## src/rtl/chipwalk_pkg.sv

```systemverilog
package chipwalk_pkg;
  // chip number of a walker position
  function automatic int walk_chip(int off, int ch, int n_ch);
    return off * n_ch + ch;
  endfunction

  // flat candidate index <-> (slot, request)
  function automatic int flat_of(int slot, int idx, int maxreq);
    return slot * maxreq + idx;
  endfunction

  function automatic int slot_of(int flat, int maxreq);
    return flat / maxreq;
  endfunction

  function automatic int idx_of(int flat, int maxreq);
    return flat % maxreq;
  endfunction
endpackage

```

## src/rtl/chipwalk_walker.sv

```systemverilog
module chipwalk_walker #(
  parameter int N_CH = 2,
  parameter int CPC  = 2,
  localparam int N_CHIP = N_CH * CPC,
  localparam int CW   = (N_CHIP > 1) ? $clog2(N_CHIP) : 1,
  localparam int CHW  = (N_CH > 1) ? $clog2(N_CH) : 1,
  localparam int OFW  = (CPC > 1) ? $clog2(CPC) : 1
) (
  input  logic          clk,
  input  logic          rst_n,
  output logic [CW-1:0] visit_chip
);
  import chipwalk_pkg::*;

  logic [CHW-1:0] ch_q;
  logic [OFW-1:0] off_q;

  always_ff @(posedge clk or negedge rst_n) begin
    if (!rst_n) begin
      ch_q  <= '0;
      off_q <= '0;
    end else if (int'(ch_q) == N_CH - 1) begin
      ch_q  <= '0;
      off_q <= (int'(off_q) == CPC - 1) ? '0 : off_q + 1'b1;
    end else begin
      ch_q <= ch_q + 1'b1;
    end
  end

  assign visit_chip = CW'(walk_chip(int'(off_q), int'(ch_q), N_CH));
endmodule

```

## src/rtl/chipwalk_pick.sv

```systemverilog
module chipwalk_pick #(
  parameter int N = 4,
  localparam int XW = (N > 1) ? $clog2(N) : 1
) (
  input  logic [N-1:0]  req,
  output logic          any,
  output logic [XW-1:0] idx
);
  always_comb begin
    any = |req;
    idx = '0;
    for (int i = N - 1; i >= 0; i--) begin
      if (req[i]) idx = XW'(i);
    end
  end
endmodule

```

## src/rtl/chipwalk_sched.sv

```systemverilog
module chipwalk_sched #(
  parameter int N_CH       = 2,
  parameter int CPC        = 2,
  parameter int QD         = 4,
  parameter int MAXREQ     = 4,
  parameter int DIE_BITS   = 1,
  parameter int PLANE_BITS = 1,
  localparam int N_CHIP = N_CH * CPC,
  localparam int CW     = (N_CHIP > 1) ? $clog2(N_CHIP) : 1,
  localparam int SW     = (QD > 1) ? $clog2(QD) : 1,
  localparam int IW     = (MAXREQ > 1) ? $clog2(MAXREQ) : 1,
  localparam int NW     = $clog2(MAXREQ + 1),
  localparam int LW     = DIE_BITS + PLANE_BITS,
  localparam int NCAND  = QD * MAXREQ,
  localparam int FW     = $clog2(NCAND)
) (
  input  logic                 clk,
  input  logic                 rst_n,
  input  logic                 in_valid,
  input  logic                 in_fua,
  input  logic [NW-1:0]        in_nreq,
  input  logic [MAXREQ*CW-1:0] in_chip,
  input  logic [MAXREQ*LW-1:0] in_loc,
  input  logic [MAXREQ-1:0]    in_rd,
  output logic                 in_ready,
  output logic [SW-1:0]        adm_slot,
  input  logic [N_CHIP-1:0]    chip_busy,
  input  logic                 cmp_valid,
  input  logic [SW-1:0]        cmp_tag,
  input  logic [IW-1:0]        cmp_idx,
  output logic [N_CHIP-1:0]    cmt_strobe,
  output logic [SW-1:0]        cmt_tag,
  output logic [IW-1:0]        cmt_idx
);
  import chipwalk_pkg::*;

  // slot storage
  logic [QD-1:0]                      valid_q, fua_q;
  logic [QD-1:0][MAXREQ-1:0]          live_q, cmtd_q, done_q, rd_q;
  logic [QD-1:0][MAXREQ-1:0][CW-1:0]  chip_q;
  logic [QD-1:0][MAXREQ-1:0][LW-1:0]  loc_q;
  logic [QD-1:0][QD-1:0]              older_q;   // [a][b]: a arrived before b

  // named internal events
  logic [CW-1:0]             visit_chip;
  logic [QD-1:0][MAXREQ-1:0] pend, head, war_blk;
  logic [QD-1:0]             has_pend, oldest, rel;
  logic                      fua_on;
  logic [NCAND-1:0]          cand;
  logic                      cand_any, commit_go, admit_go;
  logic [FW-1:0]             sel;
  logic [SW-1:0]             sel_slot;
  logic [IW-1:0]             sel_idx;
  logic [MAXREQ-1:0]         adm_live;

  chipwalk_walker #(.N_CH(N_CH), .CPC(CPC)) u_walk (
    .clk(clk), .rst_n(rst_n), .visit_chip(visit_chip)
  );

  chipwalk_pick #(.N(QD)) u_free (
    .req(~valid_q), .any(in_ready), .idx(adm_slot)
  );

  chipwalk_pick #(.N(NCAND)) u_cand (
    .req(cand), .any(cand_any), .idx(sel)
  );

  assign admit_go  = in_valid && in_ready;
  assign commit_go = cand_any && !chip_busy[visit_chip];
  assign sel_slot  = SW'(slot_of(int'(sel), MAXREQ));
  assign sel_idx   = IW'(idx_of(int'(sel), MAXREQ));
  assign fua_on    = |(valid_q & fua_q);

  always_comb begin
    for (int r = 0; r < MAXREQ; r++) adm_live[r] = (r < int'(in_nreq));
  end

  // pending work, age order and release
  always_comb begin
    for (int s = 0; s < QD; s++) begin
      pend[s]     = {MAXREQ{valid_q[s]}} & live_q[s] & ~cmtd_q[s];
      has_pend[s] = |pend[s];
      rel[s]      = valid_q[s] && ((live_q[s] & ~(cmtd_q[s] & done_q[s])) == '0);
    end
    for (int s = 0; s < QD; s++) begin
      oldest[s] = has_pend[s];
      for (int u = 0; u < QD; u++) begin
        if (u != s && has_pend[u] && older_q[u][s]) oldest[s] = 1'b0;
      end
    end
  end

  // head of each slot: lowest pending request index
  always_comb begin
    for (int s = 0; s < QD; s++) begin
      head[s] = pend[s] & ~(pend[s] - 1'b1);
    end
  end

  // write-after-read hold
  always_comb begin
    for (int s = 0; s < QD; s++) begin
      for (int r = 0; r < MAXREQ; r++) begin
        war_blk[s][r] = 1'b0;
        if (!rd_q[s][r]) begin
          for (int u = 0; u < QD; u++) begin
            for (int j = 0; j < MAXREQ; j++) begin
              if (pend[u][j] && rd_q[u][j] &&
                  chip_q[u][j] == chip_q[s][r] && loc_q[u][j] == loc_q[s][r] &&
                  ((u == s) ? (j < r) : older_q[u][s]))
                war_blk[s][r] = 1'b1;
            end
          end
        end
      end
    end
  end

  // candidates for the visited chip
  always_comb begin
    for (int s = 0; s < QD; s++) begin
      for (int r = 0; r < MAXREQ; r++) begin
        cand[flat_of(s, r, MAXREQ)] = pend[s][r] && (chip_q[s][r] == visit_chip) &&
                                      !war_blk[s][r] &&
                                      (!fua_on || (oldest[s] && head[s][r]));
      end
    end
  end

  // state update
  always_ff @(posedge clk or negedge rst_n) begin
    if (!rst_n) begin
      valid_q    <= '0;
      fua_q      <= '0;
      live_q     <= '0;
      cmtd_q     <= '0;
      done_q     <= '0;
      rd_q       <= '0;
      chip_q     <= '0;
      loc_q      <= '0;
      older_q    <= '0;
      cmt_strobe <= '0;
      cmt_tag    <= '0;
      cmt_idx    <= '0;
    end else begin
      cmt_strobe <= commit_go ? (N_CHIP'(1) << visit_chip) : '0;
      if (commit_go) begin
        cmt_tag <= sel_slot;
        cmt_idx <= sel_idx;
        cmtd_q[sel_slot][sel_idx] <= 1'b1;
      end
      if (cmp_valid) done_q[cmp_tag][cmp_idx] <= 1'b1;
      for (int s = 0; s < QD; s++) begin
        if (rel[s]) valid_q[s] <= 1'b0;
      end
      if (admit_go) begin
        valid_q[adm_slot] <= 1'b1;
        fua_q[adm_slot]   <= in_fua;
        live_q[adm_slot]  <= adm_live;
        cmtd_q[adm_slot]  <= '0;
        done_q[adm_slot]  <= '0;
        rd_q[adm_slot]    <= in_rd;
        chip_q[adm_slot]  <= in_chip;
        loc_q[adm_slot]   <= in_loc;
        for (int y = 0; y < QD; y++) begin
          older_q[adm_slot][y] <= 1'b0;
          if (y != int'(adm_slot)) older_q[y][adm_slot] <= 1'b1;
        end
      end
    end
  end
endmodule

```

## config.mk

```make
export PLATFORM = sky130hd
export DESIGN_NAME = chipwalk_sched
export DESIGN_NICKNAME = d
export VERILOG_FILES = /design/src/rtl/chipwalk_pkg.sv /design/src/rtl/chipwalk_walker.sv /design/src/rtl/chipwalk_pick.sv /design/src/rtl/chipwalk_sched.sv
export SDC_FILE = /design/constraint.sdc
export NUM_CORES = 1
export LEC_CHECK = 0
export BUFFER_PORTS_ARGS = -buffer_cell sky130_fd_sc_hd__buf_2
export CELL_PAD_IN_SITES_DETAIL_PLACEMENT = 0
export CELL_PAD_IN_SITES_GLOBAL_PLACEMENT = 1
export CORE_AREA = 2 2 311 190
export CTS_BUF_LIST = sky130_fd_sc_hd__clkbuf_2 sky130_fd_sc_hd__clkbuf_4 sky130_fd_sc_hd__clkbuf_8
export CTS_CLUSTER_SIZE = 14
export DETAILED_ROUTE_END_ITERATION = 8
export DIE_AREA = 0 0 313 192
export PLACE_DENSITY = 0.53
export SYNTH_ARGS = -nofsm -noshare
export SYNTH_HDL_FRONTEND = slang
export SYNTH_SLANG_ARGS = --single-unit
```

## constraint.sdc

```tcl
create_clock -name clk -period 4.7 [get_ports clk]
set_clock_uncertainty 0.2 [all_clocks]
set_input_delay 0.235 -clock clk [delete_from_list [all_inputs] [get_ports clk]]
set_output_delay 0.235 -clock clk [all_outputs]
set_load 0.01 [all_outputs]
```

==> results_dict.tcl, run 1 <==
set metrics [dict create \
    outcome "finished, final reports clean" \
    die-height_um 192 \
    whs_path_depth 5 \
    max_freq_ghz 0.229 \
    syn-instance-count 1760 \
    wl_um 70500 \
    dieArea_um2 60100 \
    p_comb_share_pct 70.2 \
    crit_chain "nor2b_1 -> o31a_1 -> o21ai_0 -> a31oi_1 -> a211oi_1 -> a2111oi_2 -> buf_4 -> nand4_1 -> nand2_1 -> nor3_1 -> dlygate4sd3_1" \
    worstHoldStart "cmp_valid" \
    route.detailed.drc 0 \
    fp-row-count 68 \
    grt_use_total_pct 23.3 \
    period_minus_slack_ns 4.37 \
    dp_hpwl_um 54100 \
    clock_power_share_pct 7.9 \
    crit_required_ns 4.96 \
    synth_ff_type "dfrtp_1" \
    crit_family "compound AO/OA/AOI/OAI gates" \
    cts_root_buf "clkbuf_8" \
    syn-num-nets 1796 \
    first_iter_violations 1770 \
    crit_slowest_cell "a211oi_1" \
    worstMarginPinSlew_ns 1.24 \
    finalWeightedCongestion 0.992 \
    post-place-ws_ns 0.521 \
    drive_gt1_share_pct 12.6 \
    p_int_uw 6390 \
    slew_viol_final 0 \
    critPathMaxFanout 3 \
    grt_pass1_wl_um 101000 \
    async_flop_share_pct 100 \
    cts_tree "done" \
    switching_share_pct 54.6 \
    cts_buffers 17 \
    grt_pass1_vias 13400 \
    ir_drop_v 0.000330 \
    initial_core_util_pct 24.8 \
    max_slew_margin_pct 16.9 \
    clkTransAtPathRegs_ns 0.11 \
    finalSetupTns_ns 0 \
    core_area_um2 57100 \
    grt_max_degree 83 \
    ys_seq_area_share_pct 27.9 \
    seqPwrFrac_pct 21.9 \
    cts_max_level 4 \
    io_pins 47 \
    cp_num_buf_inv 2 \
    max-cap-violations 0 \
    avgSynthCellArea_um2 8.05 \
    placed_cell_area_um2 15500 \
    power.leakage_uw 0.00584 \
    cts_buffer_depth 2 \
    vias 14000 \
    wire_per_inst_um 27.3 \
    setup_slack_ns 0.330 \
    r2r_start "live_q[14]$_DFFE_PN0P_" \
    yosys_warnings 0 \
    die_x_um 313 \
    min_to "done_q[5]$_DFF_PN0_" \
    stdcell_area_um2 16300 \
    yosysUniqueCellTypes 71 \
    r2r_slack_ns 0.33 \
    worst_setup_path_start_kind "flip-flop" \
    postCtsSetupBuffers 0 \
    ys_ff_latch 158 \
    synth_edf_count 0 \
    p_switching_uw 7690 \
    port_buffers 46 \
    hold_path.class "in2reg" \
    setup_viol 0 \
    cts_sinks 158 \
    rr_endpoint "cmt_strobe[0]$_DFF_PN0_" \
    worstPathArrival_ns 4.63 \
    fin_nets 1838 \
    period_share_pct 93.0 \
    area_growth_syn_to_layout_pct 14.7 \
    worstSetupEndpointType "flip-flop" \
    rsz0062_at_grt "false" \
    cpPeakStageDelay_ns 0.93 \
    via_per_inst 5.43 \
    overflow 0 \
    finalHoldViolations 0 \
    critPathKind "reg2reg" \
    clock_latency_ns 0.52 \
    p_per_area_nw_per_um2 866 \
    drt_first_pass_iters 5 \
    synth_area_um2 14200 \
    ant_nets 0 \
    reg2reg_depth 11 \
    fillCellCount 6167 \
    antenna_found_initial 1 \
]
## final cells by class
type | instances | area [um2] | share of cell area, %
antenna | 3 | 7.51 | 0.0462
clock buffer | 19 | 255 | 1.57
clock inverter | 13 | 151 | 0.931
inverter | 9 | 33.8 | 0.208
multi-input combinational | 1409 | 9310 | 57.3
sequential | 158 | 3950 | 24.3
tap | 770 | 963 | 5.93
timing repair buffer | 207 | 1580 | 9.74
## metal layers
layer / routed length [um] / vias to the layer above / track usage [%] / part of all wire (%)
li1: - / 6071 / - / -
met1: 36200 / 7155 / 37.5 / 51
met2: 25400 / 748 / 29.3 / 36
met3: 8120 / 67 / 7.42 / 12
met4: 787 / 0 / 3.35 / 1.1
met5: 0 / - / 0.162 / 0
## cells in the mapped netlist, drive strengths merged, types with 5 or more instances
cell type | number | area share, %
nand2 | 332 | 8.8
a22oi | 6 | 0.35
nor3 | 21 | 0.74
inv | 9 | 0.24
nand2b | 8 | 0.41
nand3 | 24 | 0.85
dfrtp | 158 | 28
o31ai | 8 | 0.49
nor4 | 6 | 0.26
nor2 | 43 | 1.2
a21oi | 27 | 0.95
a31oi | 13 | 0.57
a41oi | 11 | 0.68
xor2 | 30 | 1.9
o21ai | 75 | 2.7
a32o | 10 | 0.71
o22ai | 99 | 4.4
clkbuf | 47 | 1.2
xnor2 | 483 | 30
buf | 137 | 5.0
nor2b | 16 | 0.78
or2 | 5 | 0.22
and3b | 8 | 0.49
nand4 | 116 | 5.1
## stage by stage
step           utilization, %  hold WS, ns  cells  power (uW)
6_report                 28.5       0.0469   2588       14100
3_3_place_gp             27.1        0.159   2518       12500
4_1_cts                  28.5       0.0244   2585       13800
5_1_grt                  28.5       0.0831   2585       14800
2_1_floorplan               -       -0.261   1760        9430
3_5_place_dp             27.1        0.156   2518       12600
## power groups by stage
stage	logic [uW]	registers (uW)	clock network [uW]
6_report	9880	3080	1120
3_3_place_gp	9450	3040	0
5_1_grt	10500	3130	1190
4_1_cts	9650	3030	1140
3_5_place_dp	9580	3060	0
2_1_floorplan	7220	2210	0
## timing repair
action,4_1_cts,5_1_grt
resized for setup,0,1
endpoints found under the setup margin,0,1
hold endpoints to repair,199,0
hold buffers,35,0
## cells by family (layout without fill, tap and decap cells)
family | count (synthesis) | in the layout | share of synthesized area, %
AOI/OAI and AO/OA | 288 | 288 | 13.4
xor gates and xnor gates | 513 | 513 | 31.7
buffers and inverters | 193 | 248 | 6.49
DFF | 158 | 158 | 27.9
muxes | 3 | 3 | 0.318
other | 0 | 3 | 0
and+or+nand+nor | 605 | 605 | 20.2
## cell usage in the layout (no fill, tap or decap), drive strengths merged, types with 13 or more instances in the layout
| master | instances |
|---|---|
| xor2 | 30 |
| dlygate4sd3 | 35 |
| nor2 | 43 |
| dfrtp | 158 |
| a31oi | 13 |
| xnor2 | 483 |
| nor3 | 21 |
| o22ai | 99 |
| o21ai | 75 |
| nand2 | 332 |
| inv | 14 |
| buf | 172 |
| a21oi | 27 |
| nand3 | 24 |
| nor2b | 16 |
| nand4 | 116 |
| clkbuf | 19 |
## sequential cells by signal, indices dropped and copies added (netlist names), named ones only
| name | cells |
|---|---|
| older_q | 4 |
| u_walk.ch_q | 1 |
| done_q | 16 |
| cmt_idx | 2 |
| live_q | 16 |
| loc_q | 32 |
| rd_q | 16 |
| u_walk.off_q | 1 |
| chip_q | 32 |
| cmtd_q | 16 |
| cmt_strobe | 4 |
| valid_q | 4 |
| fua_q | 4 |
| cmt_tag | 2 |
## tightest hold or removal path: cells and delay by family
| family | cells | cell delay (ns) |
|---|---|---|
| buf+inv | 1 | 0.11 |
| compound gates | 1 | 0.16 |
| simple gates | 3 | 0.23 |
## how the worst max path moves through the flow
stage | slack (ns) | startpoint | end | cells past startpoint
5_1_grt | 0.17 | cmtd_q[8]$_DFF_PN0_ | cmt_strobe[0]$_DFF_PN0_ | 11
4_1_cts | 0.37 | cmtd_q[8]$_DFF_PN0_ | cmt_strobe[0]$_DFF_PN0_ | 11
3_5_place_dp | 0.52 | cmtd_q[8]$_DFF_PN0_ | cmtd_q[7]$_DFF_PN0_ | 11
6_report | 0.33 | live_q[14]$_DFFE_PN0P_ | cmt_strobe[0]$_DFF_PN0_ | 11
2_1_floorplan | 1.44 | loc_q[20]$_DFFE_PN0P_ | cmt_idx[1]$_DFFE_PN0P_ | 12
3_3_place_gp | 0.55 | cmtd_q[8]$_DFF_PN0_ | cmtd_q[7]$_DFF_PN0_ | 11
No activity file was read; power rests on OpenSTA's default activity.
==> run 2: changes to the inputs <==
CORE_AREA = 2 2 221 136   (was 2 2 311 190)
DIE_AREA = 0 0 223 138   (was 0 0 313 192)
PLACE_DENSITY = 0.89   (was 0.53)
==> run 2 against run 1 <==
Effect of this change: sequential cell count unchanged; fmax down 1.7%; global-route usage up 16 points; cell count down 15%; sequential share of layout area up 0.75 points; combinational power down 6.7%; critical endpoint unchanged.
==> results_dict.tcl, run 2 (synthesis results as in run 1) <==
set metrics [dict create \
    slew_viol_final 0 \
    grt_use_total_pct 39.0 \
    power.leakage_uw 0.00584 \
    cts_resized 0 \
    fillCellCount 2763 \
    cts_buffer_depth 2 \
    critPathKind "reg2reg" \
    worst_setup_path_start_kind "flip-flop" \
    route.detailed.drc 0 \
    max-cap-violations 0 \
    overflow 0 \
    ir_drop_v 0.000554 \
    r2r_slack_ns 0.26 \
    grt_pass1_wl_um 88900 \
    stdcell_area_um2 15800 \
    worstSetupEndpointType "flip-flop" \
    hold_path.class "in2async" \
    finalWeightedCongestion 1.03 \
    wl_um 59500 \
    final_cells 2199 \
    via_per_inst 6.45 \
    wire_per_inst_um 27.1 \
    rsz0062_at_grt "false" \
    max_freq_ghz 0.225 \
    ant_nets 0 \
    fin_nets 1840 \
    antenna_found_initial 3 \
    p_total_uw 13600 \
    vias 14200 \
    cts_sinks 158 \
    clkTransAtPathRegs_ns 0.10 \
    finalHoldViolations 0 \
    grt_pass1_vias 13500 \
    io_pins 47 \
    p_per_area_nw_per_um2 864 \
    initial_core_util_pct 48.7 \
    final_common_cell "xnor2_1" \
    port_buffers 46 \
    worstMarginPinSlew_ns 1.33 \
    die-height_um 138 \
    dp_hpwl_um 44900 \
    setup_viol 0 \
    cts_root_buf "clkbuf_8" \
    worstPathArrival_ns 4.66 \
    max_slew_margin_pct 10.4 \
    cts_buffers 17 \
    dp_cells 2130 \
    final_cell_mix "xnor2_1 (483), nand2_1 (331), dfrtp_1 (158)" \
    clock_latency_ns 0.53 \
    period_minus_slack_ns 4.44 \
    finalSetupTns_ns 0 \
    crit_required_ns 4.91 \
    largestRegisters "chip_q (32), loc_q (32)" \
    area_growth_syn_to_layout_pct 11.3 \
    outcome "finished, final reports clean" \
    antenna_cells 0 \
    post-place-ws_ns 0.609 \
    drive_gt1_share_pct 12.7 \
    fp-row-count 49 \
    critPathMaxFanout 15 \
    cts_tree "done" \
    drt_first_pass_iters 6 \
    core_area_um2 29100 \
    grt_max_degree 90 \
    dieArea_um2 30800 \
    placed_cell_area_um2 15000 \
    die_x_um 223 \
    first_iter_violations 2426 \
    period_share_pct 94.6 \
    setup_slack_ns 0.255 \
    cts_max_level 4 \
]
run 2: cell count changes in the layout (fill, tap and decap cells not counted), moves of 2 or more:
cell	change
diode_2	-3
dlygate4sd3_1	+2
inv_6	+2
clkinv_4	-2
clkinv_8	+3
run 2: where the power goes:
group	internal, uW	switching (uW)	total, uW	leakage, uW
clock network	402	668	1070	0.000200
logic	3990	5230	9220	0.00365
registers	1930	1400	3340	0.00199
total	6320	7300	13600	0.00584
run 2: cell type report:
| class | count | area [um2] | share of cell area, % |
|---|---|---|---|
| timing repair buffer | 209 | 1590 | 10.1 |
| clock buffer | 17 | 234 | 1.48 |
| clock inverter | 15 | 170 | 1.08 |
| multi-input combinational | 1409 | 9310 | 59.0 |
| inverter | 9 | 33.8 | 0.214 |
| sequential | 158 | 3950 | 25.1 |
| tap | 382 | 478 | 3.03 |
run 2: final timing paths:
check,startpoint,endpoint,depth (start not counted)
max,valid_q[1]$_DFF_PN0_,cmt_strobe[0]$_DFF_PN0_,11
min,rst_n,chip_q[29]$_DFFE_PN0P_,2
max reg2reg,valid_q[1]$_DFF_PN0_,cmt_strobe[0]$_DFF_PN0_,11
min reg2reg,loc_q[1]$_DFFE_PN0P_,loc_q[1]$_DFFE_PN0P_,2
max in group asynchronous,rst_n,cmtd_q[8]$_DFF_PN0_,3
min in group clk,chip_busy[2],cmt_tag[0]$_DFFE_PN0P_,4
run 2: timing repair:
action / in CTS / in global routing
hold endpoints to repair: 189 / 0
setup buffers: 0 / 0
hold buffers: 37 / 0
run 2: worst max-delay path: stages, from the launching register on:
cell and delay (ns):
dfrtp_1 0.75, nand3_1 0.71, o22ai_1 0.37, o21ai_0 0.21, a41oi_1 0.46, nor2_2 0.17, a2111oi_2 0.26, buf_4 0.22
nand4_1 0.21, nand2_1 0.16, nor3_1 0.05, dlygate4sd3_1 0.54
run 2: through the flow:
step                      utilization, %  hold WS [ns]
after CTS                           54.1        0.0790
after global routing                54.1         0.127
final                               54.1        0.0675
after detailed placement            51.5        0.0883
after floorplan                        -        -0.261
after global placement              51.5        0.0864
run 2: metal layers:
| layer | share of wire, % | GRT usage (%) | up-vias | wire length (um) |
|---|---|---|---|---|
| met5 | 0.030 | 0 | - | 18 |
| met4 | 3.3 | 13.7 | 2 | 1980 |
| met3 | 15 | 13.7 | 148 | 8700 |
| met2 | 38 | 50.7 | 981 | 22800 |
| met1 | 44 | 58.7 | 6984 | 26000 |
| li1 | - | - | 6072 | - |
